## config.mk

```make
export PLATFORM = sky130hd
export DESIGN_NAME = sfifo_search
export DESIGN_NICKNAME = d
export VERILOG_FILES = /design/src/rtl/sfifo_pkg.sv /design/src/rtl/sfifo_ctrl.sv /design/src/rtl/sfifo_slot_match.sv /design/src/rtl/sfifo_search.sv
export SDC_FILE = /design/constraint.sdc
export NUM_CORES = 1
export LEC_CHECK = 0
export ABC_AREA = 1
export ABC_CLOCK_PERIOD_IN_PS = 4100
export BUFFER_PORTS_ARGS = -buffer_cell sky130_fd_sc_hd__buf_2
export CORE_MARGIN = 5
export CORE_UTILIZATION = 61
export DETAILED_ROUTE_END_ITERATION = 7
export PLACE_DENSITY_LB_ADDON = 0.12
export SYNTH_ARGS = -nofsm -noshare
export SYNTH_HDL_FRONTEND = slang
export SYNTH_HIERARCHICAL = 1
export SYNTH_SLANG_ARGS = --single-unit
```

## constraint.sdc

```tcl
create_clock -name clk -period 4.1 [get_ports clk]
set_clock_uncertainty 0.1 [all_clocks]
set_input_delay 0.615 -clock clk [delete_from_list [all_inputs] [get_ports clk]]
set_output_delay 0.615 -clock clk [all_outputs]
set_load 0.05 [all_outputs]
```

## src/rtl/sfifo_pkg.sv

```systemverilog
package sfifo_pkg;

    typedef enum logic [1:0] {
        OPC_ADD   = 2'd0,
        OPC_BRZ   = 2'd1,
        OPC_LOAD  = 2'd2,
        OPC_STORE = 2'd3
    } opc_e;

    // Only kinds that write a register are visible to the search.
    function automatic logic opc_writes_reg(opc_e op);
        return (op == OPC_ADD) || (op == OPC_LOAD);
    endfunction

endpackage

```

## src/rtl/sfifo_ctrl.sv

```systemverilog
module sfifo_ctrl #(
    parameter int DEPTH = 4,
    localparam int PW = (DEPTH > 1) ? $clog2(DEPTH) : 1,
    localparam int CW = $clog2(DEPTH + 1)
) (
    input  logic          clk,
    input  logic          rst,
    input  logic          enq_fire,
    input  logic          deq_fire,
    input  logic          clear,
    output logic [PW-1:0] head,
    output logic [PW-1:0] tail,
    output logic [CW-1:0] count
);

    function automatic logic [PW-1:0] bump(logic [PW-1:0] p);
        return (p == PW'(DEPTH - 1)) ? '0 : p + PW'(1);
    endfunction

    always_ff @(posedge clk) begin
        if (rst || clear) begin
            head  <= '0;
            tail  <= '0;
            count <= '0;
        end else begin
            if (deq_fire) head <= bump(head);
            if (enq_fire) tail <= bump(tail);
            case ({enq_fire, deq_fire})
                2'b10:   count <= count + CW'(1);
                2'b01:   count <= count - CW'(1);
                default: count <= count;
            endcase
        end
    end


    count_bound_chk: assert property (@(posedge clk) disable iff (rst)
        count <= CW'(DEPTH));


    clear_empties_chk: assert property (@(posedge clk) disable iff (rst)
        clear |=> (count == '0));

endmodule

```

## src/rtl/sfifo_slot_match.sv

```systemverilog
module sfifo_slot_match #(
    parameter int REG_W = 5
) (
    input  logic             valid,
    input  logic             exclude,
    input  sfifo_pkg::opc_e  op,
    input  logic [REG_W-1:0] dst,
    input  logic [REG_W-1:0] key,
    output logic             hit
);

    always_comb begin
        hit = valid && !exclude && sfifo_pkg::opc_writes_reg(op) && (dst == key);
    end

endmodule

```

## src/rtl/sfifo_search.sv

```systemverilog
module sfifo_search #(
    parameter int DEPTH = 4,
    parameter int REG_W = 5,
    parameter int PAY_W = 16
) (
    input  logic             clk,
    input  logic             rst,
    input  logic             enq_valid,
    input  logic [1:0]       enq_op,
    input  logic [REG_W-1:0] enq_dst,
    input  logic [PAY_W-1:0] enq_pay,
    output logic             enq_ready,
    input  logic             deq_req,
    output logic             deq_ready,
    output logic [1:0]       first_op,
    output logic [REG_W-1:0] first_dst,
    output logic [PAY_W-1:0] first_pay,
    input  logic             clear,
    input  logic [REG_W-1:0] find_reg,
    output logic             find_hit
);
    import sfifo_pkg::*;

    localparam int PW = (DEPTH > 1) ? $clog2(DEPTH) : 1;
    localparam int CW = $clog2(DEPTH + 1);

    logic [PW-1:0]    head, tail;
    logic [CW-1:0]    count;
    logic             enq_fire, deq_fire;
    logic [DEPTH-1:0] valid_q;
    logic [DEPTH-1:0] slot_hit;
    opc_e             op_q  [DEPTH];
    logic [REG_W-1:0] dst_q [DEPTH];
    logic [PAY_W-1:0] pay_q [DEPTH];

    always_comb begin
        deq_ready = (count != '0);
        deq_fire  = deq_req && deq_ready;
        enq_ready = (count != CW'(DEPTH)) || deq_fire;
        enq_fire  = enq_valid && enq_ready && !clear;
    end

    sfifo_ctrl #(.DEPTH(DEPTH)) u_ctrl (
        .clk      (clk),
        .rst      (rst),
        .enq_fire (enq_fire),
        .deq_fire (deq_fire),
        .clear    (clear),
        .head     (head),
        .tail     (tail),
        .count    (count)
    );

    always_ff @(posedge clk) begin
        if (rst || clear) begin
            valid_q <= '0;
        end else begin
            if (deq_fire) valid_q[head] <= 1'b0;
            if (enq_fire) valid_q[tail] <= 1'b1;
        end
    end

    always_ff @(posedge clk) begin
        if (enq_fire) begin
            op_q[tail]  <= opc_e'(enq_op);
            dst_q[tail] <= enq_dst;
            pay_q[tail] <= enq_pay;
        end
    end

    for (genvar i = 0; i < DEPTH; i++) begin : g_slot
        sfifo_slot_match #(.REG_W(REG_W)) u_match (
            .valid   (valid_q[i]),
            .exclude (deq_fire && (head == PW'(i))),
            .op      (op_q[i]),
            .dst     (dst_q[i]),
            .key     (find_reg),
            .hit     (slot_hit[i])
        );
    end

    always_comb begin
        find_hit  = |slot_hit;
        first_op  = op_q[head];
        first_dst = dst_q[head];
        first_pay = pay_q[head];
    end


    valid_count_chk: assert property (@(posedge clk) disable iff (rst)
        $countones(valid_q) == int'(count));


    hit_needs_entry_chk: assert property (@(posedge clk) disable iff (rst)
        find_hit |-> deq_ready);


    clear_drops_enq_chk: assert property (@(posedge clk) disable iff (rst)
        (clear && enq_valid) |=> !deq_ready);

endmodule

```

==> results of run 1 <==
==> through the flow <==
step | cells | setup slack, ps | hold WS [ps]
5_1_grt | 565 | 837.5 | 335.5
3_3_place_gp | 549 | 1487 | 351.2
4_1_cts | 565 | 1014 | 345.0
2_1_floorplan | 399 | 1637 | 337.9
6_report | 565 | 1046 | 361.9
3_5_place_dp | 549 | 1430 | 361.2
==> state kept, by name, summed over array words and instances, names as in the netlist <==
name / flops
dst_q: 20
op_q: 8
pay_q: 64
u_ctrl/count: 3
u_ctrl/head: 2
u_ctrl/tail: 2
valid_q: 4
==> layout by cell type (no fill, tap or decap), types with 6 or more instances in the layout <==
master      n
dfxtp_1    11
buf_2      58
a22oi_1    19
nand3_1    37
nand2_1   113
nor2_1     22
clkbuf_8    9
or2_1       8
a21oi_1    10
nor2_2      6
inv_1      52
edfxtp_1   92
==> power by group <==
part | internal, mW | switching (mW) | leakage (nW)
sequential | 1.16 | 0.00662 | 0.925
clock | 0.349 | 0.348 | 0.106
combinational | 0.0418 | 0.103 | 0.951
==> critical path: cells and delay by family, from the launching register on <==
| kind | cells | cell delay [ps] |
|---|---|---|
| buffers and inverters | 4 | 400 |
| and+or+nand+nor | 8 | 1060 |
| DFF | 1 | 520 |
==> worst max path at each step <==
stage | endpoint | slack, ps | depth (start not counted) | from
5_1_grt | find_hit | 840 | 12 | u_ctrl/head[0]$_SDFFE_PP0P_
3_3_place_gp | find_hit | 1490 | 12 | u_ctrl/head[0]$_SDFFE_PP0P_
6_report | find_hit | 1050 | 12 | u_ctrl/head[0]$_SDFFE_PP0P_
4_1_cts | find_hit | 1010 | 12 | u_ctrl/head[0]$_SDFFE_PP0P_
2_1_floorplan | find_hit | 1640 | 11 | u_ctrl/count[1]$_SDFFE_PP0P_
3_5_place_dp | find_hit | 1430 | 12 | u_ctrl/head[0]$_SDFFE_PP0P_
==> cells by family after synthesis <==
group,Yosys count,share of synthesized area (%)
XOR/XNOR,4,0.7911
AO/OA/AOI/OAI,33,5.312
flip-flops,103,67.36
AND/OR/NAND/NOR,192,18.71
adder cells (fa/ha/maj),4,1.300
buffers and inverters,63,6.527
==> final cells by class <==
type	count	share of cell area, %
Timing Repair Buffer	59	5.972
Sequential cell	103	59.82
Clock inverter	6	1.832
Tap cell	99	2.484
Multi-Input combinational cell	233	23.19
Clock buffer	10	2.560
Inverter	55	4.141
==> per-layer routing <==
layer	GRT usage (%)	wire [um]	up-vias
met3	4.420	568	8
li1	-	-	1462
met5	0	0	-
met1	25.12	3604	1369
met2	33.12	4053	104
met4	6.851	97	0
==> results.json, run 1 <==
{
  "antenna_found_initial": 0,
  "hold_path_end": "pay_q[3][0]$_DFFE_PP_",
  "end_kind": "output pin",
  "n_fill_cell": 528,
  "hold_buffers": 0,
  "seq_area_frac_synth_pct": 67.36,
  "setup_tns_ps": 0,
  "drt_iter0_drc": 199,
  "min_path_type": "input pin to flop",
  "num_rows": 31,
  "power.density_nw_per_um2": 402.1,
  "dp_hpwl_um": 5553,
  "multi_input_area_sq_um": 1156,
  "yosysTopAreaCell": "edfxtp_1",
  "die_h_um": 95.20,
  "die_area_sq_um": 9063,
  "synth-edff-count": 92,
  "yosys_most_used_dff": "edfxtp_1",
  "crit_arrival_ps": 2340,
  "grtUsageTotal_pct": 19.67,
  "drv_cap": 0,
  "leakage_nw": 1.982,
  "via_count": 2943,
  "avgSynthCellArea_sq_um": 11.10,
  "clockRootBuffer": "clkbuf_8",
  "drc": 0,
  "crit_required_ps": 3380,
  "hold_viol_final": 0,
  "fin_crit_ps": 3054,
  "status": "finished, final reports clean",
  "finalSetupViolCount": 0,
  "netlist_area_sq_um": 4428,
  "grt_pass1_vias": 2854,
  "cts_buffers": 9,
  "fin_util_pct": 69.49,
  "gr-total-overflow": 0,
  "slew_headroom_pct": 30.30,
  "drv_slew": 0,
  "fmax_mhz": 327.4,
  "netlist.area_leader.share_pct": 62.39,
  "reg2reg_depth": 12,
  "p_total_mw": 2.005,
  "r2r_start": "u_ctrl/count[0]$_SDFFE_PP0P_",
  "fin_crit_sh_pct": 74.49,
  "postCtsSetupBuffers": 0,
  "critical_path_peak_fanout": 24,
  "whs_path_depth": 1,
  "design.core.area_sq_um": 7176,
  "synthCells": 399,
  "syn_nets": 436,
  "wl_um": 8324,
  "max_stage_delay_ps": 520,
  "vdd_drop_max_mv": 0.2644,
  "timing.hold.worst.start": "enq_pay[0]",
  "clk_pin_slew_ps": 100,
  "grt_max_degree": 25,
  "synth_commonest_cells": "nand2_1 (113), edfxtp_1 (92), inv_1 (52)",
  "post_drt_via_cell_ratio": 5.209,
  "ant_nets": 0,
  "setup.worst_path.class": "flop to output pin",
  "htreeDepth": 3,
  "ioPinCount": 59,
  "yosys_register_bits": 103,
  "cts_tree": "built",
  "tightest_slew_ps": 1044,
  "critPathLaunchType": "flop",
  "clkSinkCount": 103,
  "ys_async_sr_fraction_pct": 0,
  "clk_path_buf_depth": 2,
  "avgRoutedWirePerCell_um": 14.73,
  "worst_path_max_delay_cell": "dfxtp_1",
  "rsz0062_at_grt": "no",
  "nets": 498,
  "yosys_warnings": 6,
  "area_growth_pct": 12.60,
  "synth_area_leaders": "edfxtp_1 (62%), nand2_1 (9.6%), dfxtp_1 (5.0%)",
  "yosys.cell_count.top_type": "nand2_1",
  "synth_cell_types": 22,
  "crit_chain": "inv_2 -> nor2_4 -> nand3_1 -> inv_1 -> inv_1 -> nand3_1 -> nor2_1 -> nand2_1 -> nor2_2 -> nor2_1 -> nand2_1 -> buf_2",
  "regArea_sq_um": 2983,
  "clock_latency_ps": 360,
  "die_x_um": 95.20,
  "layout-drive-gt1-share_pct": 18.88,
  "start_util_pct": 61.71,
  "timing.rr.end": "u_ctrl/count[2]$_SDFFE_PP0P_",
  "place_area_sq_um": 4767,
  "dr.pass1.iters": 5,
  "cts_resized": 0,
  "gp_congestion": 0.8946,
  "antenna_cells": 0,
  "io_buffers": 58,
  "final_area_sq_um": 4986,
  "grt_pass1_wl_um": 13250,
  "r2r_setup_slack_ps": 2040
}
No activity file was read; power rests on OpenSTA's default activity.
==> run 2: changes to the inputs <==
ABC_CLOCK_PERIOD_IN_PS = 3000   (was 4100)
CORE_UTILIZATION = 57   (was 61)
clock period = 3 ns   (was 4.1 ns; I/O delays follow)
==> run 2 against run 1 <==
Sequential power increased by 37%; critical path depth unchanged; first-iteration DRC count decreased by 23%; hold slack got worse by 160 ps; global-route usage decreased by 0.62 points; combinational power increased by 37%; via count increased by 0.20%; critical path type unchanged; critical endpoint unchanged; largest cell class unchanged; largest power group unchanged; highest routed layer unchanged.
==> results.json, run 2 (same netlist as run 1, synthesis figures left out) <==
{
  "slew_headroom_pct": 69.98,
  "largest_reg_flops": 64,
  "drc": 0,
  "gp_congestion": 0.7938,
  "top_usage_layer": "met2",
  "gr-total-overflow": 0,
  "fin_crit_ps": 2641,
  "vdd_drop_max_mv": 0.3664,
  "die_area_sq_um": 9631,
  "fin_util_pct": 65.66,
  "cts_tree": "built",
  "crit_arrival_ps": 2090,
  "avgRoutedWirePerCell_um": 14.97,
  "nets": 505,
  "finalSetupViolCount": 0,
  "drt_iter0_drc": 154,
  "antenna_cells": 0,
  "groute.layer.met2.usage_pct": 31.62,
  "rsz0062_at_grt": "no",
  "cts_buffers": 9,
  "setup_tns_ps": 0,
  "ant_nets": 0,
  "grt_pass1_vias": 2954,
  "setup.worst_path.class": "flop to output pin",
  "dp_hpwl_um": 5749,
  "clock_latency_ps": 350,
  "grt_pass1_wl_um": 14350,
  "drv_cap": 0,
  "postCtsSetupBuffers": 0,
  "post_drt_via_cell_ratio": 5.129,
  "num_rows": 32,
  "hold_buffers": 0,
  "hold_viol_final": 0,
  "io_buffers": 58,
  "crit_required_ps": 2450,
  "fin_crit_sh_pct": 88.03,
  "start_util_pct": 57.90,
  "wl_um": 8609,
  "critPathLaunchType": "flop",
  "clk_path_buf_depth": 2,
  "status": "finished, final reports clean",
  "p_total_mw": 2.640,
  "ioPinCount": 59,
  "tightest_slew_ps": 449.8,
  "power.density_nw_per_um2": 525.8,
  "use_met1_pct": 25.38,
  "clockRootBuffer": "clkbuf_8",
  "die_x_um": 98.14,
  "gr-usage-met3_pct": 3.714,
  "clk_pin_slew_ps": 100,
  "dr.pass1.iters": 4,
  "fmax_mhz": 378.7,
  "clkSinkCount": 103,
  "grt_max_degree": 24,
  "antenna_found_initial": 0,
  "final_cell_mix": "nand2_1 (113), edfxtp_1 (92), buf_2 (58), inv_1 (52), nand3_1 (37)",
  "min_path_type": "input pin to flop",
  "cts_resized": 0,
  "leakage_nw": 2.008,
  "layout-drive-gt1-share_pct": 20.30,
  "area_growth_pct": 13.39,
  "grtUsageTotal_pct": 19.05,
  "mostFrequentLayoutCell": "nand2_1",
  "reg.largest.list": "pay_q (64), dst_q (20), op_q (8)",
  "drv_slew": 0,
  "htreeDepth": 3,
  "die_h_um": 98.14,
  "design.core.area_sq_um": 7647,
  "end_kind": "output pin",
  "largest-register": "pay_q",
  "via_count": 2949,
  "critical_path_peak_fanout": 12
}
run 2: final timing paths:
check | depth (start not counted) | from | slack, ps | to
hold reg to reg | 2 | valid_q[1]$_SDFF_PP0_ | 370 | valid_q[1]$_SDFF_PP0_
setup / recovery | 12 | u_ctrl/head[0]$_SDFFE_PP0P_ | 360 | find_hit
hold / removal | 1 | enq_pay[0] | 210 | pay_q[2][0]$_DFFE_PP_
setup reg to reg | 12 | u_ctrl/count[0]$_SDFFE_PP0P_ | 940 | u_ctrl/count[2]$_SDFFE_PP0P_
run 2: routing by layer:
layer	wire length (um)	part of all wire [%]	vias up
li1	-	-	1477
met1	3880	45	1401
met2	4157	48	60
met3	446	5.2	11
met4	123	1.4	0
met5	0	0	-
run 2: report_power, final:
group	total, mW	switching (mW)	internal [mW]
Combinational	0.199	0.140	0.0586
Clock	0.852	0.460	0.392
Sequential	1.59	0.00876	1.58
run 2: final cells by class:
cell class / count / area [sq um]
Multi-Input combinational cell: 233 / 1156
Timing Repair Buffer: 66 / 350.3
Sequential cell: 103 / 2983
Fill cell: 607 / 2626
Clock buffer: 10 / 127.6
Tap cell: 102 / 127.6
Clock inverter: 6 / 70.07
Inverter: 55 / 206.4
run 2: critical path, cell delays in order (launching register included):
cell,delay [ps]
dfxtp_1,520
inv_2,80
nor2_4,300
nand3_1,160
inv_1,70
inv_1,30
nand3_1,70
nor2_1,50
nand2_1,70
nor2_2,30
nor2_1,90
nand2_1,50
buf_2,200
run 2: stage by stage:
stage                     instances  hold slack [ps]  instance area [sq um]  setup WS [ps]
after global routing            575            185.5                   5021          145.6
final                           575            206.6                   5021          359.2
after CTS                       575            189.0                   5021          345.7
after detailed placement        559            356.0                   4823          727.8
after global placement          559            352.8                   4823          806.9
after floorplan                 399            337.9                   4428          702.3
==> run 3: changes to the inputs <==
ABC_CLOCK_PERIOD_IN_PS = not set   (was 3000)
CORE_UTILIZATION = 61   (was 57)
clock period = 3.05 ns   (was 3 ns; I/O delays follow)
==> run 3 against run 2 <==
Core utilization grew 4.1 points; die area shrank 5.9%; hold slack gained 3.9 ps; critical path type unchanged; sequential cell count is the same; largest power group unchanged; critical endpoint unchanged; via count shrank 0.20%; power shrank 3.1%; design area shrank 0.30%.
==> results.json, run 3 (same netlist as run 1, synthesis figures left out) <==
{
  "clock_latency_ps": 350,
  "n_fill_cell": 542,
  "crit_required_ps": 2490,
  "fin_crit_ps": 2533,
  "place_area_sq_um": 4820,
  "timing.rr.end": "u_ctrl/count[2]$_SDFFE_PP0P_",
  "hold_viol_final": 0,
  "hold_buffers": 0,
  "drc": 0,
  "cts_buffers": 9,
  "p_total_mw": 2.558,
  "layout-drive-gt1-share_pct": 20.51,
  "area_growth_pct": 13.05,
  "critical_path_peak_fanout": 13,
  "clk_pin_slew_ps": 100,
  "start_util_pct": 61.71,
  "antenna_found_initial": 1,
  "fin_util_pct": 69.76,
  "drv_cap": 0,
  "worst_path_max_delay_cell": "dfxtp_1",
  "finalSetupViolCount": 0,
  "slew_headroom_pct": 75.53,
  "die_h_um": 95.20,
  "drt_iter0_drc": 150,
  "final_cell_mix": "nand2_1 (113), edfxtp_1 (92), buf_2 (58), inv_1 (52), nand3_1 (37)",
  "crit_top_cell": "nand2_1",
  "vdd_drop_max_mv": 0.3988,
  "grtUsageTotal_pct": 20.19,
  "grt_pass1_wl_um": 13720,
  "io_buffers": 58,
  "wl_um": 8606,
  "end_kind": "output pin",
  "whs_path_depth": 1,
  "cts_resized": 0,
  "design.core.area_sq_um": 7176,
  "ioPinCount": 59,
  "drv_slew": 0,
  "postCtsSetupBuffers": 0,
  "grt_max_degree": 24,
  "min_path_type": "input pin to flop",
  "grt_pass1_vias": 2860,
  "clk_path_buf_depth": 2,
  "rsz0062_at_grt": "no",
  "status": "finished, final reports clean",
  "cp-startpoint": "u_ctrl/head[0]$_SDFFE_PP0P_",
  "dp_hpwl_um": 5665,
  "fin_ws_ps": 516.9,
  "mostFrequentLayoutCell": "nand2_1",
  "max_stage_delay_ps": 520,
  "fin_crit_sh_pct": 83.05,
  "final_area_sq_um": 5006,
  "gp_congestion": 0.8617,
  "place_ws_ps": 775.9,
  "dr.pass1.iters": 4,
  "r2r_setup_slack_ps": 980,
  "largest_reg_flops": 64,
  "critPathLaunchType": "flop",
  "leakage_nw": 2.011,
  "setup_tns_ps": 0,
  "worst_hold_slack_ps": 210.5,
  "clockRootBuffer": "clkbuf_8",
  "nets": 505,
  "ant_nets": 0,
  "setup.worst_path.class": "flop to output pin",
  "via_count": 2943,
  "fmax_mhz": 394.8,
  "fin_cells": 572,
  "reg.largest.list": "pay_q (64), dst_q (20), op_q (8)",
  "tightest_slew_ps": 367.1,
  "cp-endpoint": "find_hit",
  "htreeDepth": 3,
  "clkSinkCount": 103,
  "reg2reg_depth": 12,
  "crit_chain": "nand2_1 -> inv_2 -> nand3_1 -> inv_1 -> inv_1 -> nand3_1 -> nor2_1 -> nand2_1 -> nor2_2 -> nor2_1 -> nand2_1 -> buf_2",
  "cts_tree": "built",
  "gr-total-overflow": 0,
  "die_x_um": 95.20,
  "r2r_start": "u_ctrl/count[0]$_SDFFE_PP0P_",
  "power.density_nw_per_um2": 510.9,
  "antenna_cells": 0,
  "post_drt_via_cell_ratio": 5.145,
  "num_rows": 31,
  "largest-register": "pay_q",
  "avgRoutedWirePerCell_um": 15.05,
  "dp.cells": 556,
  "crit_arrival_ps": 1980,
  "die_area_sq_um": 9063
}
run 3: how the worst min path moves through the flow:
stage	slack [ps]	startpoint	endpoint
after floorplan	340	valid_q[0]$_SDFF_PP0_	valid_q[0]$_SDFF_PP0_
after global placement	360	valid_q[2]$_SDFF_PP0_	valid_q[2]$_SDFF_PP0_
after detailed placement	360	valid_q[2]$_SDFF_PP0_	valid_q[2]$_SDFF_PP0_
after CTS	200	enq_pay[0]	pay_q[3][0]$_DFFE_PP_
after global routing	190	enq_pay[1]	pay_q[3][1]$_DFFE_PP_
final	210	enq_pay[3]	pay_q[2][3]$_DFFE_PP_
run 3: layout make-up:
type                       count  area (sq um)  area share, %
sequential                   103          2983          59.59
multi-input combinational    233          1156          23.09
timing repair buffer          66         350.3          6.998
inverter                      55         206.4          4.124
clock buffer                   9         123.9          2.474
tap                           99         123.9          2.474
clock inverter                 7         62.56          1.250
run 3: routing by layer:
metal	vias up	routed length [um]	GRT usage (%)	part of all wire [%]
met3	8	505	4.578	5.9
met2	89	4214	32.65	49
met4	2	80	5.529	0.93
met1	1373	3794	27.67	44
met5	-	11	0	0.13
li1	1471	-	-	-
run 3: power breakdown:
part           switching (mW)  internal, mW
registers             0.00924          1.55
logic                   0.139        0.0576
clock network           0.483         0.314
run 3: worst max-delay path, delay by kind of cell (launching register included):
family / cells / cell delay [ps]
buf+inv: 4 / 520
flops: 1 / 520
simple gates: 8 / 590
